==> config.mk <==
export PLATFORM = sky130hd
export DESIGN_NAME = i2c_abort_detect
export DESIGN_NICKNAME = d
export VERILOG_FILES = /design/src/rtl/i2c_abort_pkg.sv /design/src/rtl/abort_ctx_track.sv /design/src/rtl/abort_cause_decode.sv /design/src/rtl/abort_flag_reg.sv /design/src/rtl/i2c_abort_detect.sv
export SDC_FILE = /design/constraint.sdc
export NUM_CORES = 1
export LEC_CHECK = 0
export BUFFER_PORTS_ARGS = -buffer_cell sky130_fd_sc_hd__buf_4
export CORE_UTILIZATION = 41
export CTS_CLUSTER_DIAMETER = 60
export DETAILED_ROUTE_END_ITERATION = 10
export PLACE_DENSITY = 0.77
export SYNTH_ARGS = -nofsm -noshare
export SYNTH_HDL_FRONTEND = slang
export SYNTH_SLANG_ARGS = --single-unit
==> constraint.sdc <==
create_clock -name clk -period 1.3 [get_ports clk]
set_clock_uncertainty 0.05 [all_clocks]
set_input_delay 0 -clock clk [delete_from_list [all_inputs] [get_ports clk]]
set_output_delay 0 -clock clk [all_outputs]
set_load 0.05 [all_outputs]
==> src/rtl/i2c_abort_pkg.sv <==
package i2c_abort_pkg;
  // Bit position of each cause inside the source register.
  localparam int unsigned C_ADDR_NACK   = 0;
  localparam int unsigned C_DATA_NACK   = 1;
  localparam int unsigned C_ARB_LOST    = 2;
  localparam int unsigned C_SLAVE_ONLY  = 3;
  localparam int unsigned C_NO_RESTART  = 4;
  localparam int unsigned C_HS_ACK      = 5;
  localparam int unsigned C_SBYTE_ACK   = 6;
  localparam int unsigned C_GCALL_NACK  = 7;
  localparam int unsigned C_RDREQ_TXPND = 8;
  localparam int unsigned C_GCALL_READ  = 9;
  localparam int unsigned C_RD_EARLY    = 10;
  localparam int unsigned NUM_CAUSES    = 11;

  typedef struct packed {
    logic addr_nack;
    logic data_nack;
    logic arb_lost;
    logic hs_ack;
    logic sbyte_ack;
    logic gcall_nack;
    logic rd_req;
  } bus_ev_t;

  typedef struct packed {
    logic valid;
    logic rd;
    logic gcall;
    logic needs_restart;
  } cmd_t;
endpackage

==> src/rtl/abort_ctx_track.sv <==
module abort_ctx_track (
  input  logic clk,
  input  logic rst,
  input  logic enable,
  input  logic rd_req_ev,
  input  logic serve_wr,
  input  logic gcall_cmd,
  output logic rd_pend,
  output logic gc_seen
);

  // A pending slave read request is served by a data write.
  // A new request in the same cycle wins over the write.
  always_ff @(posedge clk) begin
    if (rst || !enable) begin
      rd_pend <= 1'b0;
    end else if (rd_req_ev) begin
      rd_pend <= 1'b1;
    end else if (serve_wr) begin
      rd_pend <= 1'b0;
    end
  end

  // The general-call context only clears when the controller is disabled.
  always_ff @(posedge clk) begin
    if (rst || !enable) begin
      gc_seen <= 1'b0;
    end else if (gcall_cmd) begin
      gc_seen <= 1'b1;
    end
  end

  AST_CTX_CLEARED: assert property (@(posedge clk) disable iff (rst)
    !enable |=> (!rd_pend && !gc_seen)) else $error("context survived disable");

  AST_GC_HOLDS: assert property (@(posedge clk) disable iff (rst)
    (gc_seen && enable) |=> gc_seen) else $error("general-call context lost");

endmodule

==> src/rtl/abort_cause_decode.sv <==
module abort_cause_decode
  import i2c_abort_pkg::*;
#(
  parameter int unsigned SRC_W = NUM_CAUSES
) (
  input  logic             enable,
  input  logic             master_en,
  input  logic             restart_en,
  input  logic             tx_empty,
  input  cmd_t             cmd,
  input  bus_ev_t          ev,
  input  logic             rd_pend,
  input  logic             gc_seen,
  output logic [SRC_W-1:0] hit
);

  logic rd_cmd;
  logic master_cmd;

  // A write while a read request waits is slave data, not a master command.
  always_comb begin
    rd_cmd     = cmd.valid && cmd.rd;
    master_cmd = cmd.valid && (cmd.rd || !rd_pend);
  end

  always_comb begin
    hit = '0;
    if (enable) begin
      hit[C_ADDR_NACK]   = ev.addr_nack;
      hit[C_DATA_NACK]   = ev.data_nack;
      hit[C_ARB_LOST]    = ev.arb_lost;
      hit[C_SLAVE_ONLY]  = master_cmd && !master_en;
      hit[C_NO_RESTART]  = cmd.valid && cmd.needs_restart && !restart_en;
      hit[C_HS_ACK]      = ev.hs_ack;
      hit[C_SBYTE_ACK]   = ev.sbyte_ack;
      hit[C_GCALL_NACK]  = ev.gcall_nack;
      hit[C_RDREQ_TXPND] = ev.rd_req && !tx_empty;
      hit[C_GCALL_READ]  = rd_cmd && gc_seen;
      hit[C_RD_EARLY]    = rd_cmd && rd_pend;
    end
  end

  AST_DISABLED_QUIET: assert final (enable || hit == '0);

endmodule

==> src/rtl/abort_flag_reg.sv <==
module abort_flag_reg #(
  parameter int unsigned SRC_W = 11
) (
  input  logic             clk,
  input  logic             rst,
  input  logic [SRC_W-1:0] hit,
  input  logic             clr,
  output logic             abort_irq,
  output logic [SRC_W-1:0] abort_src,
  output logic             tx_flush,
  output logic             rx_flush
);

  logic any_hit;
  logic new_abort;

  always_comb begin
    any_hit   = |hit;
    new_abort = any_hit && (!abort_irq || clr);
  end

  always_ff @(posedge clk) begin
    if (rst) begin
      abort_irq <= 1'b0;
    end else begin
      abort_irq <= (abort_irq && !clr) || any_hit;
    end
  end

  // One register per cause bit; a clear keeps only the causes of this cycle.
  for (genvar g = 0; g < SRC_W; g++) begin : g_src
    always_ff @(posedge clk) begin
      if (rst) begin
        abort_src[g] <= 1'b0;
      end else begin
        abort_src[g] <= (abort_src[g] && !clr) || hit[g];
      end
    end
  end

  // Separate registers so each FIFO gets a short, local flush net.
  always_ff @(posedge clk) begin
    if (rst) begin
      tx_flush <= 1'b0;
      rx_flush <= 1'b0;
    end else begin
      tx_flush <= new_abort;
      rx_flush <= new_abort;
    end
  end

  AST_STICKY: assert property (@(posedge clk) disable iff (rst)
    (abort_irq && !clr) |=> abort_irq) else $error("flag dropped");

  AST_SRC_MONO: assert property (@(posedge clk) disable iff (rst)
    (abort_irq && !clr) |=> ((abort_src & $past(abort_src)) == $past(abort_src)))
    else $error("source bit lost");

  AST_CLR_WORKS: assert property (@(posedge clk) disable iff (rst)
    (clr && !any_hit) |=> (!abort_irq && abort_src == '0)) else $error("clear failed");

  AST_FLUSH_ON_RISE: assert property (@(posedge clk) disable iff (rst)
    $rose(abort_irq) |-> (tx_flush && rx_flush)) else $error("no flush on rise");

  AST_FLUSH_PAIR: assert property (@(posedge clk) disable iff (rst)
    tx_flush == rx_flush) else $error("flush split");

  AST_FLUSH_FLAG: assert property (@(posedge clk) disable iff (rst)
    tx_flush |-> abort_irq) else $error("flush without flag");

  AST_NO_REPULSE: assert property (@(posedge clk) disable iff (rst)
    (abort_irq && !clr) |=> !tx_flush) else $error("flush while set");

endmodule

==> src/rtl/i2c_abort_detect.sv <==
module i2c_abort_detect
  import i2c_abort_pkg::*;
#(
  parameter int unsigned SRC_W = NUM_CAUSES
) (
  input  logic             clk,
  input  logic             rst,
  input  logic             cfg_enable,
  input  logic             cfg_master_en,
  input  logic             cfg_restart_en,
  input  logic             tx_empty,
  input  logic             cmd_valid,
  input  logic             cmd_read,
  input  logic             cmd_gcall,
  input  logic             cmd_needs_restart,
  input  logic             ev_rd_req,
  input  logic             ev_addr_nack,
  input  logic             ev_data_nack,
  input  logic             ev_arb_lost,
  input  logic             ev_hs_ack,
  input  logic             ev_sbyte_ack,
  input  logic             ev_gcall_nack,
  input  logic             clr_rd,
  output logic             abort_irq,
  output logic [SRC_W-1:0] abort_src,
  output logic             tx_flush,
  output logic             rx_flush
);

  cmd_t             cmd;
  bus_ev_t          ev;
  logic             rd_pend;
  logic             gc_seen;
  logic [SRC_W-1:0] hit;

  always_comb begin
    cmd.valid         = cmd_valid;
    cmd.rd            = cmd_read;
    cmd.gcall         = cmd_gcall;
    cmd.needs_restart = cmd_needs_restart;
    ev.addr_nack      = ev_addr_nack;
    ev.data_nack      = ev_data_nack;
    ev.arb_lost       = ev_arb_lost;
    ev.hs_ack         = ev_hs_ack;
    ev.sbyte_ack      = ev_sbyte_ack;
    ev.gcall_nack     = ev_gcall_nack;
    ev.rd_req         = ev_rd_req;
  end

  abort_ctx_track u_ctx (
    .clk       (clk),
    .rst       (rst),
    .enable    (cfg_enable),
    .rd_req_ev (ev_rd_req),
    .serve_wr  (cmd_valid && !cmd_read),
    .gcall_cmd (cmd_valid && cmd_gcall),
    .rd_pend   (rd_pend),
    .gc_seen   (gc_seen)
  );

  abort_cause_decode #(.SRC_W(SRC_W)) u_dec (
    .enable     (cfg_enable),
    .master_en  (cfg_master_en),
    .restart_en (cfg_restart_en),
    .tx_empty   (tx_empty),
    .cmd        (cmd),
    .ev         (ev),
    .rd_pend    (rd_pend),
    .gc_seen    (gc_seen),
    .hit        (hit)
  );

  abort_flag_reg #(.SRC_W(SRC_W)) u_flag (
    .clk       (clk),
    .rst       (rst),
    .hit       (hit),
    .clr       (clr_rd),
    .abort_irq (abort_irq),
    .abort_src (abort_src),
    .tx_flush  (tx_flush),
    .rx_flush  (rx_flush)
  );

  AST_IDLE_AFTER_RESET: assert property (@(posedge clk)
    $past(rst) |-> (!abort_irq && abort_src == '0 && !tx_flush)) else $error("reset state");

endmodule

* After elaboration in Yosys (flattened, before gate mapping)
Index checks and enable logic that the tools add are counted. Widths: inputs -> output; s select.
Operators by class: muxes and demuxes 3, reductions and logical operators 48
Operator list (number):
- $logic_and 1x1->1 | 23
- $logic_or 1x1->1 | 15
- $mux 11 | 1
- $reduce_or 11->1 | 1
- $logic_not 1->1 | 8
- $mux 1 | 2
- $reduce_bool 2->1 | 1
Storage, ports and cells: register bits 15, input bits 18, output and inout bits 14, word-level logic and storage cells 66

* Longest topological paths before layout
Gate-level depths: netlist of run 1.
depth in word-level cells 7, gate-level depth with buffers 4, mapped depth without buffers 3

* Hierarchy
A second synthesis of run 1 with hierarchy kept.
Second synthesis, totals: cell total of the unflattened synthesis 79, area total of the unflattened synthesis 716.9 um2
By module, submodules not included:
- abort_flag_reg | instances 1, cells each 56, area each 514.2 um2, seq. area each 260.2 um2
- abort_cause_decode | instances 1, cells each 13, area each 110.1 um2, seq. area each 0.0 um2
- abort_ctx_track | instances 1, cells each 8, area each 72.6 um2, seq. area each 40.0 um2
- i2c_abort_detect | instances 1, cells each 2, area each 20.0 um2, seq. area each 0.0 um2

* Worst setup path after synthesis of run 1
OpenSTA, ideal clock, no wires.
path kind register to register, start point reg u_flag.abort_irq, end point reg u_flag.abort_irq, data arrival time 1.090 ns, data required time 1.159 ns, path slack 0.069 ns, cell stages (with the launch flop) 4, path buffers 0, cells stage by stage dfxtp_1 > nor2b_1 > nor2_1 > a311oi_1
Between the ends: longest elaborated chain between the ends 2
RTL lines:
- start, declared | RTL line abort_flag_reg.sv:8 | output logic abort_irq,
- start signal, assigned | RTL line abort_flag_reg.sv:26 | abort_irq <= (abort_irq && !clr) || any_hit;
- $logic_and 1x1->1 | RTL line abort_flag_reg.sv:26
- $logic_or 1x1->1 | RTL line abort_flag_reg.sv:26
Every way passes these cells. A chain may end at the register's enable or synchronous reset.

* Worst setup path in the final report of run 1
start point reg u_flag.abort_src[5], end point reg u_flag.abort_src[5]
Between the ends: longest elaborated chain between the ends 2
RTL lines:
- start, declared | RTL line abort_flag_reg.sv:9 | output logic [SRC_W-1:0] abort_src,
- start signal, assigned by index | RTL line abort_flag_reg.sv:36 | abort_src[g] <= (abort_src[g] && !clr) || hit[g];
- $logic_and 1x1->1 | RTL line abort_flag_reg.sv:36
- $logic_or 1x1->1 | RTL line abort_flag_reg.sv:36
Every way passes these cells.

==> summary.txt, run 1 <==
Synthesis
  • Register bit count reported by yosys: 15
  • Mapped Nets: 82
  • Yosys cell types: 20
  • Sequential area share after synthesis: 50.74%
  • Synth Area per Inst: 9.247 um2
  • Synth warnings: 0
  • Synth Area in Compound Gates: 19.87%
  • Synth Area in XOR/XNOR: 0%
  • Adder-Cell Fraction of Synth Area: 0%
  • Largest family of logic cells by synthesized area: simple AND/OR/NAND/NOR gates
  • Mux share of post-synthesis cell area: 0%
  • Post-synthesis simple-gate area fraction: 25.58%
  • Mapped Cells: 64
  • Post-synth design cell area: 591.8 um2

Timing
  • Period minus WS final: 1.263 ns
  • Slack of the critical path: 0.03694 ns
  • Fin Setup TNS: 0 ns
  • Fin crit share: 97.16%
  • Worst slew margin: 71.58%
  • Count of final hold-check violations: 0
  • Fin. max-slew vios: 0
  • RSZ-0062 raised after global routing: no
  • Fmax: 791.7 MHz
  • # setup viols final: 0
  • Slew @ Worst Pin: 0.4259 ns

Floorplanning
  • # IOs: 32
  • Row count: 13
  • Die width: 39.99 um
  • Die area: 0.001599 mm2
  • Core area: 0.001318 mm2
  • Initial Util: 44.92%
  • Die Ht: 39.99 um

Clock tree
  • Clock-pin slew of the registers on the worst-case setup and hold paths: 0.10 ns
  • CTS Buf Count: 3
  • Worst skew pair latency: 0.30 ns
  • Setup bufs post-CTS: 0
  • CTS tree: yes
  • CTS sink cnt: 15
  • Clock Path Buffers: 2
  • H-tree depth: 1
  • Root buf cell: clkbuf_4

Routing
  • DR vias: 659
  • Drt pass-1 iters: 4
  • ANT nets after route: 0
  • Vias per cell: 5.272
  • Routed length per placed instance: 13.09 um
  • First-iteration detailed-routing DRC count: 6
  • Wirelength, routed: 1636 um
  • DRC: 0

Min path
  • HP Class: in2reg

Layout
  • Final-layout fill cell count: 98
  • Layout Cells excl Fill: 125
  • Share of layout cells above drive strength 1: 38.18%
  • ANT cells: 0
  • Syn-to-layout area delta: 72.09%
  • Nets: 129

Global routing
  • Initial antenna violation count: 0
  • Gr usage total: 22.66%
  • Largest net degree at the start of global routing: 14
  • GRT overflow: 0
  • Vias in the first global route: 553
  • First-pass GRT wire length: 2325 um

Place
  • Post-DP HPWL: 1015 um
  • Final Wtd Congestion: 0.6853
  • DP Worst Slack: 0.09889 ns
  • Port Buffers: 31
  • Placed Instances: 106

Worst setup path
  • Crit path launch type: register
  • Maximum fanout along the worst path: 2
  • Worst setup path class: reg2reg
  • Worst-path cell chain: a22oi_2 > nor2_1 > dlygate4sd3_1
  • Worst EP arrival: 1.41 ns
  • Crit path largest cell delay: 0.55 ns
  • Req. time, crit path: 1.44 ns
  • Critical Path End Type: register
  • Worst path slowest cell: dlygate4sd3_1

Power
  • Max VDD drop: 736.5 uV
  • Lkg Pwr: 0.4562 nW
  • Power Dens Cells: 1001 mW/mm2

Status
  • Status: complete, no violations

Flow run
  • Max Cap Violations: 0
-- cells in the mapped netlist --
cell / instances / area (um2)
a211oi_1: 1 / 7.510
a21oi_1: 5 / 25.02
a22oi_1: 7 / 52.55
a311oi_1: 1 / 8.760
a32oi_1: 1 / 8.760
buf_1: 1 / 3.750
buf_4: 1 / 7.510
clkbuf_1: 2 / 7.510
dfxtp_1: 15 / 300.3
inv_1: 1 / 3.750
nand2_1: 4 / 15.01
nand2b_1: 3 / 18.77
nand4_1: 2 / 12.51
nand4b_1: 1 / 8.760
nor2_1: 12 / 45.04
nor2b_1: 3 / 18.77
nor4_4: 1 / 21.27
o21a_1: 1 / 7.510
o31ai_1: 1 / 7.510
or4_4: 1 / 11.26
-- metrics by stage --
stage	instance area (um2)	hold slack, ns	power (W)	util, %
final	1018	0.01643	0.001020	77.30
after global routing	1018	0.03073	0.001058	77.30
after CTS	1032	0.01692	0.001016	78.35
after detailed placement	824.5	0.1776	0.0007104	62.58
after global placement	824.5	0.1698	0.0007081	62.58
after floorplan	591.8	0.01907	0.0006222	-
-- layout make-up --
cell class,instances,area [um2],area share (%)
Timing Repair Buffer,46,385.4,37.84
Clock inverter,1,5.005,0.4914
Inverter,1,3.754,0.3685
Multi-Input combinational cell,44,279.0,27.40
Sequential cell,15,304.0,29.85
Clock buffer,3,22.52,2.211
Tap cell,15,18.77,1.843
-- path summary, 6_finish.rpt --
kind / startpoint / to / slack, ns / depth (start not counted)
max reg2reg: u_flag.abort_src[5] / u_flag.abort_src[5] / 0.04 / 3
min reg2reg: u_flag.abort_src[3] / u_flag.abort_src[3] / 0.42 / 2
min: cfg_enable / u_flag.abort_src[10] / 0.02 / 3
max: u_flag.abort_src[5] / u_flag.abort_src[5] / 0.04 / 3
-- power by group --
| part | switching [W] | internal (W) | total (W) |
|---|---|---|---|
| clock | 0.000164 | 0.000115 | 0.000279 |
| sequential | 0.0000137 | 0.000481 | 0.000494 |
| combinational | 0.000136 | 0.000111 | 0.000247 |
| total | 0.000314 | 0.000706 | 0.00102 |
-- per-layer routing --
metal  global-route usage (%)  share of wire [%]  vias up  wire, um
met1                    27.43                 43      301       707
met4                    12.93                2.1        0        35
met3                    3.889                6.6        5       108
met2                    37.50                 48       29       785
met5                        0                  0        -         0
li1                         -                  -      324         -
-- critical path: cells and delay by family (launching register included) --
kind	cells	cell delay, ns
simple gates	1	0.05
flops	1	0.35
buf+inv	1	0.55
compound gates	1	0.16
-- sequential cells by signal, summed over array words and instances (netlist names) --
| register | flops |
|---|---|
| u_ctx.gc_seen | 1 |
| u_ctx.rd_pend | 1 |
| u_flag.abort_irq | 1 |
| u_flag.abort_src | 11 |
| u_flag.tx_flush | 1 |
-- repair_timing --
item,in CTS,in global routing
hold buffers,18,0
setup endpoints to repair,0,4
endpoints found under the hold margin,14,0
gates resized for setup,0,6
-- logic make-up (layout without fill, tap and decap cells) --
| kind of cell | after synthesis | count (layout) |
|---|---|---|
| and+or+nand+nor | 27 | 27 |
| AOI/OAI and AO/OA | 17 | 17 |
| DFF | 15 | 15 |
| buffers and inverters | 5 | 51 |
-- cells in the final DEF, fill, tap and decap left out, drive strengths merged, types with 2 or more instances in the layout --
cell          n
buf          31
dfxtp        15
dlygate4sd3  14
nor2         12
a22oi         7
a21oi         5
nand2         4
nand2b        3
nor2b         3
clkbuf        3
nand4         2
Power figures use the tool's default switching activity.
==> inputs of run 2 (changes only) <==
--- a/config.mk
+++ b/config.mk
@@ -6,10 +6,10 @@
 export NUM_CORES = 1
 export LEC_CHECK = 0
 export BUFFER_PORTS_ARGS = -buffer_cell sky130_fd_sc_hd__buf_4
-export CORE_UTILIZATION = 41
+export CORE_UTILIZATION = 37
 export CTS_CLUSTER_DIAMETER = 60
 export DETAILED_ROUTE_END_ITERATION = 10
-export PLACE_DENSITY = 0.77
+export PLACE_DENSITY = 0.74
 export SYNTH_ARGS = -nofsm -noshare
 export SYNTH_HDL_FRONTEND = slang
 export SYNTH_SLANG_ARGS = --single-unit
==> constraint.sdc (replaced) <==
create_clock -name clk -period 1.1 [get_ports clk]
set_clock_uncertainty 0.05 [all_clocks]
set_input_delay 0 -clock clk [delete_from_list [all_inputs] [get_ports clk]]
set_output_delay 0 -clock clk [all_outputs]
set_load 0.05 [all_outputs]
==> summary.txt, run 2 (synthesis results as in run 1) <==
Power
  • Lkg Pwr: 0.4460 nW
  • Sw frac: 29.05%
  • Clk pwr share: 25.8%
  • Internal: 0.0008463 W
  • Share of power burned in registers: 48.7%
  • Comb power frac: 25.6%
  • Switch Pwr: 0.0003466 W
  • Total Power: 0.001193 W
  • Power Dens Cells: 1153 mW/mm2
  • Max VDD drop: 708.9 uV

Status
  • Status: complete, no violations

Global routing
  • First-pass GRT wire length: 2628 um
  • Met3 Track Usage GR: 3.448%
  • Initial antenna violation count: 0
  • GRT overflow: 0
  • Largest net degree at the start of global routing: 14
  • GRT busiest layer: met2
  • GR Util met2: 37.81%
  • Vias in the first global route: 641
  • Met1 Use GR: 20.82%
  • Gr usage total: 20.51%

Layout
  • Most flop-heavy register: u_flag.abort_src
  • ANT cells: 0
  • Most frequent cells in the layout: 35 x buf_4, 13 x dlygate4sd3_1, 13 x dfxtp_1
  • Share of layout cells above drive strength 1: 40.18%
  • Nets: 131
  • Final Core Density: 68.69%
  • Most common cell after layout, fill and taps aside: buf_4
  • Max reg flops: 11
  • Syn-to-layout area delta: 74.84%

Worst setup path
  • RR Endpoint: u_flag.abort_irq
  • Crit path largest cell delay: 0.34 ns
  • Crit Reg-Reg Startpoint: u_ctx.rd_pend
  • Critical Path End Type: register
  • Worst path slowest cell: dfxtp_2
  • Req. time, crit path: 1.20 ns
  • R2R setup slack: 0.01 ns
  • Worst setup path class: reg2reg
  • Worst EP arrival: 1.19 ns
  • WP buf/inv: 0
  • Worst-path cell chain: o21a_1 > o31ai_4 > a311oi_1
  • Crit path launch type: register
  • Top delay family on crit path: compound AO/OA/AOI/OAI gates
  • Maximum fanout along the worst path: 4
  • R2R cell count: 3

Routing
  • DRC: 0
  • Vias per cell: 5.117
  • Routed length per placed instance: 13.09 um
  • DR vias: 655
  • First-iteration detailed-routing DRC count: 13
  • ANT nets after route: 0
  • Drt pass-1 iters: 4
  • Wirelength, routed: 1675 um

Floorplanning
  • Row count: 14
  • Die area: 0.001764 mm2
  • Die Ht: 42.00 um
  • Initial Util: 39.29%
  • Core area: 0.001506 mm2
  • # IOs: 32
  • Die width: 42.00 um

Clock tree
  • Clock-pin slew of the registers on the worst-case setup and hold paths: 0.08 ns
  • CTS tree: yes
  • Worst skew pair latency: 0.28 ns
  • Root buf cell: clkbuf_4
  • CTS sink cnt: 15
  • CTS Buf Count: 3
  • H-tree depth: 1
  • Clock Path Buffers: 2

Timing
  • Worst slew margin: 82.74%
  • Fmax: 920.0 MHz
  • # setup viols final: 0
  • RSZ-0062 raised after global routing: yes
  • Fin. max-slew vios: 0
  • Final hold slack: 0.02852 ns
  • Slew @ Worst Pin: 0.2583 ns
  • Period minus WS final: 1.087 ns
  • Fin crit share: 98.82%
  • Count of final hold-check violations: 0
  • Fin Setup TNS: 0 ns

Flow run
  • Max Cap Violations: 0

Min path
  • Hold path depth: 4
  • HP Class: in2reg
  • Hold Crit Start: tx_empty
  • Hold Crit Endpoint: u_flag.abort_src[8]

Place
  • Post-DP HPWL: 1103 um
  • Final Wtd Congestion: 0.7966
  • Port Buffers: 31
run 2: how the worst max path moves through the flow:
stage                       end  slack, ns  cells after the start        startpoint
6_report       u_flag.abort_irq       0.01                      3     u_ctx.rd_pend
2_1_floorplan  u_flag.abort_irq       0.03                      3  u_flag.abort_irq
3_5_place_dp   u_flag.abort_irq      -0.12                      4      ev_data_nack
5_1_grt        u_flag.abort_irq      -0.02                      3     u_ctx.rd_pend
4_1_cts        u_flag.abort_irq       0.01                      5         ev_rd_req
3_3_place_gp   u_flag.abort_irq      -0.09                      4      ev_data_nack
run 2: through the flow:
| step | setup WS (ns) | cells | instance area (um2) |
|---|---|---|---|
| after global routing | -0.01868 | 128 | 1035 |
| final | 0.01300 | 128 | 1035 |
| after CTS | 0.01442 | 127 | 1011 |
| after floorplan | 0.03064 | 64 | 593.1 |
| after detailed placement | -0.1245 | 110 | 849.6 |
| after global placement | -0.09051 | 110 | 849.6 |
run 2: final cells by class:
class / count / area, um2
multi-input cells: 44 / 285.3
inverters: 1 / 7.507
clock buffers: 4 / 26.28
fillers: 134 / 471.7
flip-flops and latches: 15 / 302.8
repair buffers: 48 / 392.9
well taps: 16 / 20.02
run 2: power groups by stage:
stage               Sequential (W)  Combinational, W  Clock, W
detailed placement        0.000593          0.000256         0
finish                    0.000581          0.000305  0.000307
global placement          0.000593          0.000252         0
global route              0.000584          0.000323  0.000343
CTS                       0.000581          0.000294  0.000322
floorplan                 0.000664         0.0000715         0
run 2: timing repair:
item,CTS,global route
hold endpoints to repair,15,0
endpoints found under the setup margin,2,4
hold buffers,13,0
pin swaps,0,1
gates resized for setup,1,4
buffers inserted,0,1
run 2: worst register-to-register path, delay by kind of cell (launching register included):
kind            cells  cell delay (ns)
compound gates      3             0.57
flops               1             0.34
run 2: routing by layer:
layer	wire [um]	up-vias
li1	-	324
met3	109	4
met5	0	-
met2	886	28
met4	20	0
met1	659	299
==> inputs of run 3 (changes only) <==
--- a/config.mk
+++ b/config.mk
@@ -5,11 +5,14 @@
 export SDC_FILE = /design/constraint.sdc
 export NUM_CORES = 1
 export LEC_CHECK = 0
+export ABC_AREA = 1
+export ABC_CLOCK_PERIOD_IN_PS = 1100
 export BUFFER_PORTS_ARGS = -buffer_cell sky130_fd_sc_hd__buf_4
-export CORE_UTILIZATION = 37
+export CAP_MARGIN = 20
+export CORE_UTILIZATION = 38
 export CTS_CLUSTER_DIAMETER = 60
 export DETAILED_ROUTE_END_ITERATION = 10
-export PLACE_DENSITY = 0.74
+export PLACE_DENSITY = 0.75
 export SYNTH_ARGS = -nofsm -noshare
 export SYNTH_HDL_FRONTEND = slang
 export SYNTH_SLANG_ARGS = --single-unit
==> summary.txt, run 3 <==
Clock tree
  • Clock Path Buffers: 2
  • Root buf cell: clkbuf_4
  • CTS Buf Count: 3
  • CTS tree: yes
  • CTS sink cnt: 15
  • Worst skew pair latency: 0.29 ns
  • Clock-pin slew of the registers on the worst-case setup and hold paths: 0.09 ns
  • H-tree depth: 1

Place
  • Placed Instance Area: 843.3 um2
  • DP Worst Slack: 0.1631 ns
  • Final Wtd Congestion: 0.7067
  • Port Buffers: 31
  • Post-DP HPWL: 1070 um

Power
  • Power Dens Cells: 1194 mW/mm2
  • Switch Pwr: 0.0003770 W
  • Clk pwr share: 25.7%
  • Internal: 0.0008435 W
  • Share of power burned in registers: 47.8%
  • Lkg Pwr: 0.5133 nW
  • Comb power frac: 26.5%
  • Sw frac: 30.89%
  • Max VDD drop: 703.1 uV

Synthesis
  • Yosys top cell by area: dfxtp_1
  • Async S/R FF share, synth: 0%
  • Register bit count reported by yosys: 15
  • Synth top area share: 48.58%
  • Synth Area per Inst: 7.187 um2
  • Post-synth design cell area: 618.1 um2
  • Mapped Cells: 86
  • Sequential area share after synthesis: 48.58%
  • Ranking of synthesized cells by area: dfxtp_1 49%, nand2_1 19%, a21oi_1 12%
  • Mapped Nets: 104
  • Count leader, synth: nand2_1
  • EDFF count, synth: 0
  • Top cells by count, synth: 31 x nand2_1, 15 x a21oi_1, 15 x dfxtp_1
  • Yosys cell types: 16
  • Most used DFF post-synth: dfxtp_1
  • Synth warnings: 0

Floorplanning
  • Die Ht: 42.33 um
  • # IOs: 32
  • Row count: 14
  • Initial Util: 41.03%
  • Die area: 0.001792 mm2
  • Die width: 42.33 um
  • Core area: 0.001506 mm2

Worst setup path
  • Maximum fanout along the worst path: 2
  • Req. time, crit path: 1.24 ns
  • Worst-path cell chain: dlygate4sd3_1 > nand2_4 > nand2_2 > nor2_2 > nand2_1 > nor2_2 > nand2_1 > nand2_1 > nand2_1
  • Worst path slowest cell: dlygate4sd3_1
  • WP buf/inv: 1
  • Worst setup path class: in2reg
  • CP Depth: 9
  • Worst EP arrival: 1.15 ns
  • Crit path largest cell delay: 0.57 ns
  • Crit path top cell by count: nand2_1
  • Top delay family on crit path: simple AND/OR/NAND/NOR gates
  • Critical Path End Type: register
  • Crit path launch type: primary input
  • R2R cell count: 7

Routing
  • Vias per cell: 4.883
  • Drt pass-1 iters: 4
  • ANT nets after route: 0
  • First-iteration detailed-routing DRC count: 14
  • DRC: 0
  • Wirelength, routed: 1744 um
  • DR vias: 708
  • Routed length per placed instance: 12.03 um

Timing
  • Final hold slack: 0.001803 ns
  • Count of final hold-check violations: 0
  • Period minus WS final: 1.004 ns
  • # setup viols final: 0
  • RSZ-0062 raised after global routing: no
  • Slew @ Worst Pin: 0.2176 ns
  • Worst slew margin: 85.47%
  • Slack of the critical path: 0.09593 ns
  • Fmax: 996.0 MHz
  • Fin Setup TNS: 0 ns
  • Fin. max-slew vios: 0
  • Fin crit share: 91.28%

Status
  • Status: complete, no violations

Layout
  • Final-layout fill cell count: 126
  • Most flop-heavy register: u_flag.abort_src
  • Final Core Density: 67.86%
  • Most common cell after layout, fill and taps aside: buf_4
  • Max reg flops: 11
  • Most frequent cells in the layout: 29 x buf_4, 26 x nand2_1, 15 x a21oi_1, 15 x dfxtp_1, 11 x dlygate4sd3_1
  • ANT cells: 0
  • Cell area after layout: 0.001022 mm2
  • Nets: 148
  • Share of layout cells above drive strength 1: 34.11%
  • Syn-to-layout area delta: 65.38%

Flow run
  • Max Cap Violations: 0

Global routing
  • Initial antenna violation count: 0
  • First-pass GRT wire length: 2766 um
  • Largest net degree at the start of global routing: 14
  • GRT overflow: 0
  • Vias in the first global route: 668
  • Gr usage total: 21.45%

Min path
  • Hold path depth: 4
  • HP Class: in2reg
==> run 3: tightest hold or removal path, cell delays in order <==
cell,delay [ns]
buf_4,0.08
inv_2,0.09
nand2_1,0.08
a21oi_1,0.05
==> run 3: final cells by class <==
type | count | area [um2] | share of cell area (%)
Timing Repair Buffer | 43 | 365.4 | 35.74
Sequential cell | 15 | 300.3 | 29.38
Multi-Input combinational cell | 61 | 287.8 | 28.15
Clock buffer | 4 | 26.28 | 2.570
Inverter | 6 | 22.52 | 2.203
Tap cell | 16 | 20.02 | 1.958
==> run 3: worst paths after layout <==
check / slack, ns / end / startpoint
max reg2reg: 0.12 / u_flag.abort_irq / u_ctx.rd_pend
min reg2reg: 0.42 / u_flag.abort_src[1] / u_flag.abort_src[1]
min: 0.002 / u_flag.abort_src[1] / clr_rd
max: 0.1 / u_flag.abort_irq / ev_sbyte_ack
==> run 3: cells by family (layout without fill, tap and decap cells) <==
group / after synthesis / count (layout) / synth area share (%)
simple gates: 45 / 45 / 30.36
buf+inv: 10 / 53 / 8.096
compound gates: 16 / 16 / 12.95
flops: 15 / 15 / 48.58
==> run 3: metrics by stage <==
stage | power [W] | std cells
final | 0.001220 | 145
after global routing | 0.001276 | 145
after CTS | 0.001211 | 147
after detailed placement | 0.0008687 | 129
after global placement | 0.0008648 | 129
after floorplan | 0.0007701 | 86
==> run 3: routing by layer <==
layer | vias to the layer above | track usage [%] | part of all wire (%)
li1 | 353 | - | -
met5 | - | 0 | 0
met1 | 312 | 21.25 | 38
met4 | 0 | 15.63 | 5.7
met3 | 12 | 8.190 | 6.1
met2 | 31 | 36.00 | 50
==> run 3: power by group through the flow <==
stage	Combinational (W)	Clock (W)	Sequential [W]
floorplan	0.0000939	0	0.000676
global placement	0.000270	0	0.000595
detailed placement	0.000272	0	0.000596
CTS	0.000313	0.000314	0.000584
global route	0.000345	0.000344	0.000587
finish	0.000323	0.000313	0.000584
==> run 3: timing repair <==
item / 4_1_cts / 5_1_grt
buffers inserted: 0 / 1
setup endpoints to repair: 0 / 2
endpoints found under the hold margin: 12 / 0
hold buffers: 14 / 0
resized for setup: 0 / 11
